### src/rtl/sdDtPkg.sv
package sdDtPkg;
  localparam logic [1:0] ADDR_TIMER = 2'd0;
  localparam logic [1:0] ADDR_LEN   = 2'd1;
  localparam logic [1:0] ADDR_CTRL  = 2'd2;
  localparam logic [1:0] ADDR_CLR   = 2'd3;

  localparam logic [1:0] DP_IDLE  = 2'd0;
  localparam logic [1:0] DP_WAITR = 2'd1;
  localparam logic [1:0] DP_BUSY  = 2'd2;

  typedef struct packed {
    logic wrTimer;
    logic wrLength;
    logic start;
    logic decBytes;
    logic loadTimer;
    logic decTimer;
    logic setTimeout;
    logic clrTimeout;
    logic setCfgErr;
    logic clrCfgErr;
  } dtStrobe_t;
endpackage

### src/rtl/sdDtCtrl.sv
module sdDtCtrl
  import sdDtPkg::*;
#(
  parameter int LEN_W     = 25,
  parameter int BSZ_W     = 4,
  parameter int MULTI_MAX = 512,
  localparam int CF_W     = 2 + BSZ_W
) (
  input  logic             clk,
  input  logic             rstN,
  input  logic             regWrEn,
  input  logic [1:0]       regAddr,
  input  logic [CF_W-1:0]  ctrlField,
  input  logic [1:0]       dpState,
  input  logic             clkEn,
  input  logic             byteStrobe,
  input  logic [LEN_W-1:0] lengthVal,
  input  logic             timerZero,
  output dtStrobe_t        strb,
  output logic             abortOut
);
  logic [1:0] prevState;
  logic waiting, entering, expire;
  logic ctrlStart, clrWr, legal, blockOk, multiOk;
  logic [BSZ_W-1:0] bsLog;
  logic [LEN_W-1:0] bsMask;

  always_ff @(posedge clk) begin
    if (!rstN) prevState <= DP_IDLE;
    else       prevState <= dpState;
  end

  always_comb begin
    waiting  = (dpState == DP_WAITR) || (dpState == DP_BUSY);
    entering = waiting && (dpState != prevState);
    expire   = waiting && !entering && timerZero;

    bsLog   = ctrlField[2+BSZ_W-1:2];
    bsMask  = (LEN_W'(1) << bsLog) - LEN_W'(1);
    blockOk = (lengthVal & bsMask) == '0;
    multiOk = (lengthVal != '0) && (lengthVal <= LEN_W'(MULTI_MAX));
    legal   = ctrlField[1] ? multiOk : blockOk;

    ctrlStart = regWrEn && (regAddr == ADDR_CTRL) && ctrlField[0];
    clrWr     = regWrEn && (regAddr == ADDR_CLR);

    strb            = '0;
    strb.wrTimer    = regWrEn && (regAddr == ADDR_TIMER);
    strb.wrLength   = regWrEn && (regAddr == ADDR_LEN);
    strb.start      = ctrlStart && legal;
    strb.setCfgErr  = ctrlStart && !legal;
    strb.decBytes   = byteStrobe && !strb.start;
    strb.loadTimer  = entering;
    strb.decTimer   = waiting && !entering && clkEn && !timerZero;
    strb.setTimeout = expire;
    strb.clrTimeout = clrWr && ctrlField[0];
    strb.clrCfgErr  = clrWr && ctrlField[1];
    abortOut        = expire;
  end
endmodule

### src/rtl/sdDtPath.sv
module sdDtPath
  import sdDtPkg::*;
#(
  parameter int DATA_W  = 32,
  parameter int TIMER_W = 32,
  parameter int LEN_W   = 25,
  parameter int CNT_W   = 3
) (
  input  logic               clk,
  input  logic               rstN,
  input  dtStrobe_t          strb,
  input  logic [DATA_W-1:0]  regWrData,
  input  logic [CNT_W-1:0]   byteCnt,
  output logic [TIMER_W-1:0] timerVal,
  output logic [LEN_W-1:0]   lengthVal,
  output logic [TIMER_W-1:0] timeLeft,
  output logic [LEN_W-1:0]   bytesLeft,
  output logic               xferActive,
  output logic               done,
  output logic               timeoutFlag,
  output logic               cfgErrFlag,
  output logic               timerZero
);
  logic [LEN_W-1:0] stepBytes, nextBytes;

  always_comb begin
    stepBytes = {{(LEN_W-CNT_W){1'b0}}, byteCnt};
    nextBytes = (bytesLeft > stepBytes) ? bytesLeft - stepBytes : '0;
    done      = xferActive && (bytesLeft == '0);
    timerZero = (timeLeft == '0);
  end

  always_ff @(posedge clk) begin
    if (!rstN) begin
      timerVal    <= '0;
      lengthVal   <= '0;
      timeLeft    <= '0;
      bytesLeft   <= '0;
      xferActive  <= 1'b0;
      timeoutFlag <= 1'b0;
      cfgErrFlag  <= 1'b0;
    end else begin
      if (strb.wrTimer)  timerVal  <= regWrData[TIMER_W-1:0];
      if (strb.wrLength) lengthVal <= regWrData[LEN_W-1:0];

      if (strb.loadTimer)     timeLeft <= timerVal;
      else if (strb.decTimer) timeLeft <= timeLeft - TIMER_W'(1);

      if (strb.start) begin
        xferActive <= 1'b1;
        bytesLeft  <= lengthVal;
      end else if (done) begin
        xferActive <= 1'b0;
      end else if (xferActive && strb.decBytes) begin
        bytesLeft <= nextBytes;
      end

      timeoutFlag <= strb.setTimeout | (timeoutFlag & ~strb.clrTimeout);
      cfgErrFlag  <= strb.setCfgErr  | (cfgErrFlag  & ~strb.clrCfgErr);
    end
  end
endmodule

### src/rtl/sdDataTimer.sv
module sdDataTimer
  import sdDtPkg::*;
#(
  parameter int DATA_W    = 32,
  parameter int TIMER_W   = 32,
  parameter int LEN_W     = 25,
  parameter int CNT_W     = 3,
  parameter int BSZ_W     = 4,
  parameter int MULTI_MAX = 512
) (
  input  logic               clk,
  input  logic               rstN,
  input  logic               regWrEn,
  input  logic [1:0]         regAddr,
  input  logic [DATA_W-1:0]  regWrData,
  input  logic [1:0]         dpState,
  input  logic               clkEn,
  input  logic               byteStrobe,
  input  logic [CNT_W-1:0]   byteCnt,
  output logic [TIMER_W-1:0] timerVal,
  output logic [LEN_W-1:0]   lengthVal,
  output logic [TIMER_W-1:0] timeLeft,
  output logic [LEN_W-1:0]   bytesLeft,
  output logic               xferActive,
  output logic               done,
  output logic               timeoutFlag,
  output logic               cfgErrFlag,
  output logic               abortOut
);
  dtStrobe_t strb;
  logic timerZero;

  sdDtCtrl #(.LEN_W(LEN_W), .BSZ_W(BSZ_W), .MULTI_MAX(MULTI_MAX)) u_ctrl (
    .clk(clk), .rstN(rstN), .regWrEn(regWrEn), .regAddr(regAddr),
    .ctrlField(regWrData[2+BSZ_W-1:0]), .dpState(dpState), .clkEn(clkEn),
    .byteStrobe(byteStrobe), .lengthVal(lengthVal), .timerZero(timerZero),
    .strb(strb), .abortOut(abortOut)
  );

  sdDtPath #(.DATA_W(DATA_W), .TIMER_W(TIMER_W), .LEN_W(LEN_W), .CNT_W(CNT_W)) u_path (
    .clk(clk), .rstN(rstN), .strb(strb), .regWrData(regWrData), .byteCnt(byteCnt),
    .timerVal(timerVal), .lengthVal(lengthVal), .timeLeft(timeLeft),
    .bytesLeft(bytesLeft), .xferActive(xferActive), .done(done),
    .timeoutFlag(timeoutFlag), .cfgErrFlag(cfgErrFlag), .timerZero(timerZero)
  );
endmodule

### config.mk
export PLATFORM = sky130hd
export DESIGN_NAME = sdDataTimer
export DESIGN_NICKNAME = d
export VERILOG_FILES = /design/src/rtl/sdDtPkg.sv /design/src/rtl/sdDtCtrl.sv /design/src/rtl/sdDtPath.sv /design/src/rtl/sdDataTimer.sv
export SDC_FILE = /design/constraint.sdc
export NUM_CORES = 1
export LEC_CHECK = 0
export BUFFER_PORTS_ARGS = -buffer_cell sky130_fd_sc_hd__buf_2
export CAP_MARGIN = 20
export CORE_MARGIN = 4
export CORE_UTILIZATION = 54
export DETAILED_ROUTE_END_ITERATION = 10
export PLACE_DENSITY = 0.81
export SLEW_MARGIN = 20
export SYNTH_ARGS = -nofsm -noshare
export SYNTH_HDL_FRONTEND = slang
export SYNTH_SLANG_ARGS = --single-unit
### constraint.sdc
create_clock -name clk -period 4.2 [get_ports clk]
set_clock_uncertainty 0.15 [all_clocks]
set_input_delay 0.21 -clock clk [delete_from_list [all_inputs] [get_ports clk]]
set_output_delay 0.21 -clock clk [all_outputs]
set_load 0.03 [all_outputs]
==> impl_metrics.env, run 1 <==
export IMPL_grt_total_usage=0.318
export IMPL_layout_nets=1025
export IMPL_grt_pass1_vias=6237
export IMPL_multi_input_area_sq_um=3710
export IMPL_dp_cells=1069
export IMPL_end_kind="flop"
export IMPL_relSlewSlack=0.295
export IMPL_globalRoute_totalOverflow=0
export IMPL_reg2regPathDepth=6
export IMPL_drv_slew=0
export IMPL_final_common_cell="nand2_1"
export IMPL_postCtsSetupBuffers=0
export IMPL_min_period_over_period=0.795
export IMPL_tightest_slew_ps=1040
export IMPL_cts_clk_slew_worst_paths_ps=50
export IMPL_ys_flop_type="dfxtp_1"
export IMPL_cts_tree="built"
export IMPL_hpwl_mm=14.5
export IMPL_grt_pass1_wl_mm=33.5
export IMPL_seqCellArea_sq_um=2380
export IMPL_synth_cell_types=78
export IMPL_antenna_found_initial=0
export IMPL_p_switching_mw=0.870
export IMPL_peakVddDrop_mv=0.337
export IMPL_combPwrFrac=0.150
export IMPL_netlist_area_sq_um=6390
export IMPL_area_delta_synth_final_pct=26.7
export IMPL_async_flop_share=0
export IMPL_avgSynthCellArea_sq_um=7.85
export IMPL_crit_required_ps=4400
export IMPL_first_iter_violations=862
export IMPL_p_leak_nw=3.40
export IMPL_clockBufferDepth=2
export IMPL_yosysWarnings=0
export IMPL_setup_worst_path_start_class="input port"
export IMPL_finalHoldViolations=0
export IMPL_power_density_nw_per_um2=390
export IMPL_hold_path_class="in2reg"
export IMPL_fin_cells=1130
export IMPL_die_area_sq_um=13600
export IMPL_finalSetupTns_ps=0
export IMPL_p_int_mw=2.29
export IMPL_ant_nets=0
export IMPL_pwr_share_clk=0.467
export IMPL_arrival_ps=3540
export IMPL_cts_inserted_buffers=17
export IMPL_outcome="completed"
export IMPL_synth_seq_area_share=0.373
export IMPL_max_cap_violations=0
export IMPL_cts_num_sinks=119
export IMPL_syn_nets=864
export IMPL_rsz0062_at_grt="no"
export IMPL_drive_above_1_share=0.238
export IMPL_whs_path_depth=3
export IMPL_ios=163
export IMPL_crit_type="in2reg"
export IMPL_fill_cells=932
export IMPL_synth_seq_cells=119
export IMPL_coreArea_sq_um=11500
export IMPL_fp_dieW_um=117
export IMPL_via_per_inst=6.19
export IMPL_seqPwrFrac=0.383
export IMPL_grt_max_degree=61
export IMPL_gp_congestion=0.957
export IMPL_wl_per_cell_um=19.1
export IMPL_sw_frac_of_total=0.275
export IMPL_synth_edff_count=0
export IMPL_wl_mm=21.6
export IMPL_htree_levels=4
export IMPL_synthCells=814
export IMPL_max_freq_ghz=0.300
export IMPL_initial_core_util=0.555
export IMPL_fin_crit_ps=3340
export IMPL_cts_root_buf="clkbuf_16"
export IMPL_setup_viol=0
export IMPL_die_y_um=117
export IMPL_port_buffers=162
export IMPL_clk_latency_ps=420
export IMPL_num_rows=39
export IMPL_final_cell_mix="nand2_1, buf_2, dfxtp_1"
export IMPL_vias=6998
export IMPL_drc=0
export IMPL_cp_max_fo=11
export IMPL_dr_pass1_iters=6
==> cells in the mapped netlist, types with 3 or more instances <==
library cell,instances,area share
a31oi_1,16,0.016
a221oi_1,3,0.0041
o41a_1,3,0.0053
o31a_1,6,0.0082
nand4_1,9,0.0088
a2bb2oi_1,7,0.0096
or2_2,10,0.0098
nor4b_1,5,0.0068
buf_2,11,0.0086
a22oi_1,3,0.0035
nand3_1,9,0.0070
nor4_1,23,0.023
mux2i_1,24,0.038
o21ai_1,9,0.0070
ha_1,5,0.0098
o31ai_1,4,0.0047
xnor2_1,4,0.0055
and2_1,9,0.0088
o211ai_1,15,0.018
clkbuf_1,40,0.023
inv_1,18,0.011
o21ai_0,32,0.025
a32oi_1,4,0.0055
buf_4,3,0.0035
nand2b_1,6,0.0059
nand2_1,182,0.11
nor3_1,15,0.012
a21o_1,3,0.0035
or3_1,16,0.016
and3_1,7,0.0068
nor4_2,5,0.0098
o21a_1,13,0.015
nand3b_1,4,0.0047
a21oi_1,81,0.063
a21boi_0,4,0.0047
or4_4,3,0.0053
nor3b_1,3,0.0035
nor2_1,25,0.015
or4_1,10,0.012
dfxtp_1,119,0.37
==> layout make-up <==
type | instances | area share
timing repair buffer | 199 | 0.144
clock buffer | 21 | 0.0581
tap | 143 | 0.0221
antenna | 1 | 0.000309
sequential | 119 | 0.294
multi-input combinational | 620 | 0.458
inverter | 18 | 0.00834
clock inverter | 9 | 0.0155
==> critical path, cell delays in order <==
cell and delay [ps]:
dlygate4sd3_1 560, buf_2 160, nor4bb_1 460, o21ai_1 320
a41oi_1 880, nand3_1 380, or3_1 400, a31oi_1 150
==> cell families after synthesis <==
family,Yosys count,synth area share
adders and majority gates,6,0.0129
xor gates and xnor gates,6,0.00822
muxes,26,0.0411
and+or+nand+nor,358,0.290
AOI/OAI and AO/OA,224,0.226
DFF,119,0.373
buffers and inverters,75,0.0491
==> stage by stage <==
step / utilization / power (mW) / instance area (sq um) / hold WS, ps / worst slack, ps
4_1_cts: 0.703 / 3.16 / 8100 / 13.9 / 926
6_report: 0.703 / 3.16 / 8100 / 36.7 / 862
3_3_place_gp: 0.625 / 1.67 / 7200 / 302 / 1070
3_5_place_dp: 0.625 / 1.67 / 7200 / 304 / 1030
5_1_grt: 0.703 / 3.26 / 8100 / 49.1 / 584
2_1_floorplan: - / 1.54 / 6390 / 182 / 1120
==> power by group through the flow <==
stage / logic, mW / clock network [mW] / registers (mW)
after floorplan: 0.265 / 0 / 1.28
after global routing: 0.514 / 1.54 / 1.21
after CTS: 0.466 / 1.48 / 1.21
after global placement: 0.439 / 0 / 1.23
after detailed placement: 0.441 / 0 / 1.23
final: 0.475 / 1.48 / 1.21
==> flip-flops by register name, summed over array words and instances, names as in the netlist <==
name and cells:
u_path.timeLeft 32, u_path.timerVal 32, u_path.bytesLeft 25, u_path.lengthVal 25, u_ctrl.prevState 2, u_path.cfgErrFlag 1
u_path.timeoutFlag 1, u_path.xferActive 1
==> per-layer routing <==
layer	share of wire	track usage
met5	0	0
met2	0.46	0.501
met4	0.036	0.154
met1	0.41	0.409
met3	0.092	0.0802
==> path summary, 6_finish.rpt <==
check,from,end,slack [ps]
worst min-delay path,regWrData[2],u_path.lengthVal[2]$_SDFFE_PN0P_,40
worst max register to register,u_ctrl.prevState[1]$_SDFF_PN0_,u_path.timeLeft[19]$_SDFFE_PN0P_,960
worst max-delay path,dpState[1],u_path.timeLeft[19]$_SDFFE_PN0P_,860
worst min register to register,u_path.timerVal[7]$_SDFFE_PN0P_,u_path.timerVal[7]$_SDFFE_PN0P_,320
==> what timing repair did <==
item,CTS,global route
endpoints found under the hold margin,51,0
resized for setup,0,0
hold buffers,30,0
(Power assumes the default switching activity.)
==> run 2: changes to the inputs <==
Clock period 4.2 ns to 3.3 ns, I/O delays scaled along.
==> run 2 against run 1 <==
Net effect: utilization grew 1.3 points; sequential share of layout area shrank 0.52 points; global-route usage shrank 0.058 points; die area is the same; critical path type is now reg2out; largest cell class unchanged; largest power group unchanged.
==> impl_metrics.env, run 2 (synthesis results as in run 1) <==
export IMPL_outcome="completed"
export IMPL_critPathCapture="abortOut"
export IMPL_gp_congestion=0.954
export IMPL_grt_pass1_vias=6436
export IMPL_final_common_cell="nand2_1"
export IMPL_hold_worst_slack_ps=28.6
export IMPL_coreArea_sq_um=11500
export IMPL_finalHoldViolations=0
export IMPL_met3_length_mm=2.12
export IMPL_met2_length_mm=9.73
export IMPL_layout_nets=1035
export IMPL_clockBufferDepth=2
export IMPL_min_from="regWrEn"
export IMPL_r2r_start="u_path.bytesLeft[12]$_SDFFE_PN0P_"
export IMPL_combPwrFrac=0.147
export IMPL_arrival_ps=2730
export IMPL_vias=7145
export IMPL_die_y_um=117
export IMPL_ios=163
export IMPL_hold_path_class="in2reg"
export IMPL_crit_type="reg2out"
export IMPL_p_switching_mw=1.14
export IMPL_ant_nets=0
export IMPL_reg2regPathDepth=7
export IMPL_top_layer_used="met4"
export IMPL_final_cell_mix="nand2_1, buf_2, dfxtp_1"
export IMPL_setup_worst_path_start_class="flop"
export IMPL_end_kind="output pin"
export IMPL_grt_max_degree=61
export IMPL_cts_root_buf="clkbuf_16"
export IMPL_rsz0062_at_grt="no"
export IMPL_grt_total_usage=0.318
export IMPL_antenna_found_initial=1
export IMPL_worstReg2RegEnd="u_path.bytesLeft[10]$_SDFFE_PN0P_"
export IMPL_cts_clk_slew_worst_paths_ps=60
export IMPL_first_iter_violations=857
export IMPL_reg2reg_slack_ps=320
export IMPL_max_cap_violations=0
export IMPL_cts_num_sinks=119
export IMPL_sw_frac_of_total=0.272
export IMPL_setup_viol=0
export IMPL_drv_slew=0
export IMPL_pwr_share_clk=0.485
export IMPL_power_density_nw_per_um2=508
export IMPL_drc=0
export IMPL_crit_required_ps=2980
export IMPL_grt_pass1_wl_mm=34.0
export IMPL_p_int_mw=3.05
export IMPL_cts_inserted_buffers=17
export IMPL_port_buffers=162
export IMPL_dr_pass1_iters=5
export IMPL_cts_tree="built"
export IMPL_hpwl_mm=14.8
export IMPL_num_rows=39
export IMPL_peakVddDrop_mv=0.349
export IMPL_largestRegisters="u_path.timeLeft (32), u_path.timerVal (32)"
export IMPL_startpoint="u_path.timeLeft[10]$_SDFFE_PN0P_"
export IMPL_cp_max_fo=8
export IMPL_wl_per_cell_um=18.9
export IMPL_fin_area_sq_um=8240
export IMPL_fin_crit_ps=3050
export IMPL_tightest_slew_ps=809
export IMPL_seqPwrFrac=0.368
export IMPL_initial_core_util=0.555
export IMPL_wl_mm=21.6
export IMPL_max_freq_ghz=0.328
export IMPL_wl_met1_mm=8.72
export IMPL_min_period_over_period=0.924
export IMPL_die_area_sq_um=13600
export IMPL_area_delta_synth_final_pct=28.9
export IMPL_post_dp_cell_area_sq_um=7260
export IMPL_via_per_inst=6.26
export IMPL_finalSetupTns_ps=0
export IMPL_globalRoute_totalOverflow=0
export IMPL_fp_dieW_um=117
export IMPL_p_leak_nw=3.47
export IMPL_relSlewSlack=0.458
export IMPL_clk_latency_ps=420
export IMPL_htree_levels=4
export IMPL_drive_above_1_share=0.246
[run 2: cell count changes in the layout (fill, tap and decap cells not counted), sizes merged]
cell,previous run,this run
buf,169,176
bufinv,3,5
clkbuf,21,18
clkinv,4,8
clkinvlp,2,1
dlygate4sd3,30,33
[run 2: power groups by stage]
stage          registers (mW)  logic (mW)  clock network [mW]
2_1_floorplan            1.63       0.337                   0
3_3_place_gp             1.56       0.562                   0
3_5_place_dp             1.57       0.568                   0
4_1_cts                  1.54       0.603                2.04
5_1_grt                  1.54       0.666                2.11
6_report                 1.54       0.616                2.03
[run 2: repair_timing]
item,4_1_cts,5_1_grt
resized for setup,0,1
setup buffers,0,0
endpoints found under the setup margin,0,2
hold buffers,33,0
endpoints found under the hold margin,55,0
[run 2: layer usage]
layer	track usage	vias to the layer above
met4	0.159	0
met3	0.0797	95
met5	0	-
met1	0.420	3328
li1	-	3318
met2	0.485	404
[run 2: final cells by class]
type,count,area [sq um]
Antenna cell,1,2.50
Inverter,18,67.6
Clock buffer,18,439
Multi-Input combinational cell,620,3710
Fill cell,882,3270
Tap cell,143,179
Clock inverter,14,205
Sequential cell,119,2380
Timing Repair Buffer,209,1260
[run 2: metrics by stage]
stage          utilization  total power, mW  instances  setup slack, ps
2_1_floorplan            -             1.96        814              270
3_3_place_gp         0.631             2.13       1076              430
3_5_place_dp         0.631             2.13       1076              312
4_1_cts              0.715             4.18       1141              189
5_1_grt              0.716             4.32       1142             47.6
6_report             0.716             4.19       1142              250
[run 2: worst max-delay path, cell delays in order (launching register included)]
cell and delay, ps:
dfxtp_1 360, or3_1 520, nor4_1 470, nand3_1 340, nor2_1 170, nand2_1 170, inv_1 90, buf_2 190
[run 2: worst min path at each step]
stage                                             endpoint  slack [ps]  depth (start not counted)
after global placement    u_path.timerVal[27]$_SDFFE_PN0P_         260                          3
final                         u_path.cfgErrFlag$_SDFF_PN0_          30                          3
after detailed placement  u_path.timerVal[27]$_SDFFE_PN0P_         260                          3
after CTS                     u_path.cfgErrFlag$_SDFF_PN0_           7                          3
after global routing          u_path.cfgErrFlag$_SDFF_PN0_          20                          3
after floorplan             u_ctrl.prevState[0]$_SDFF_PN0_         140                          1
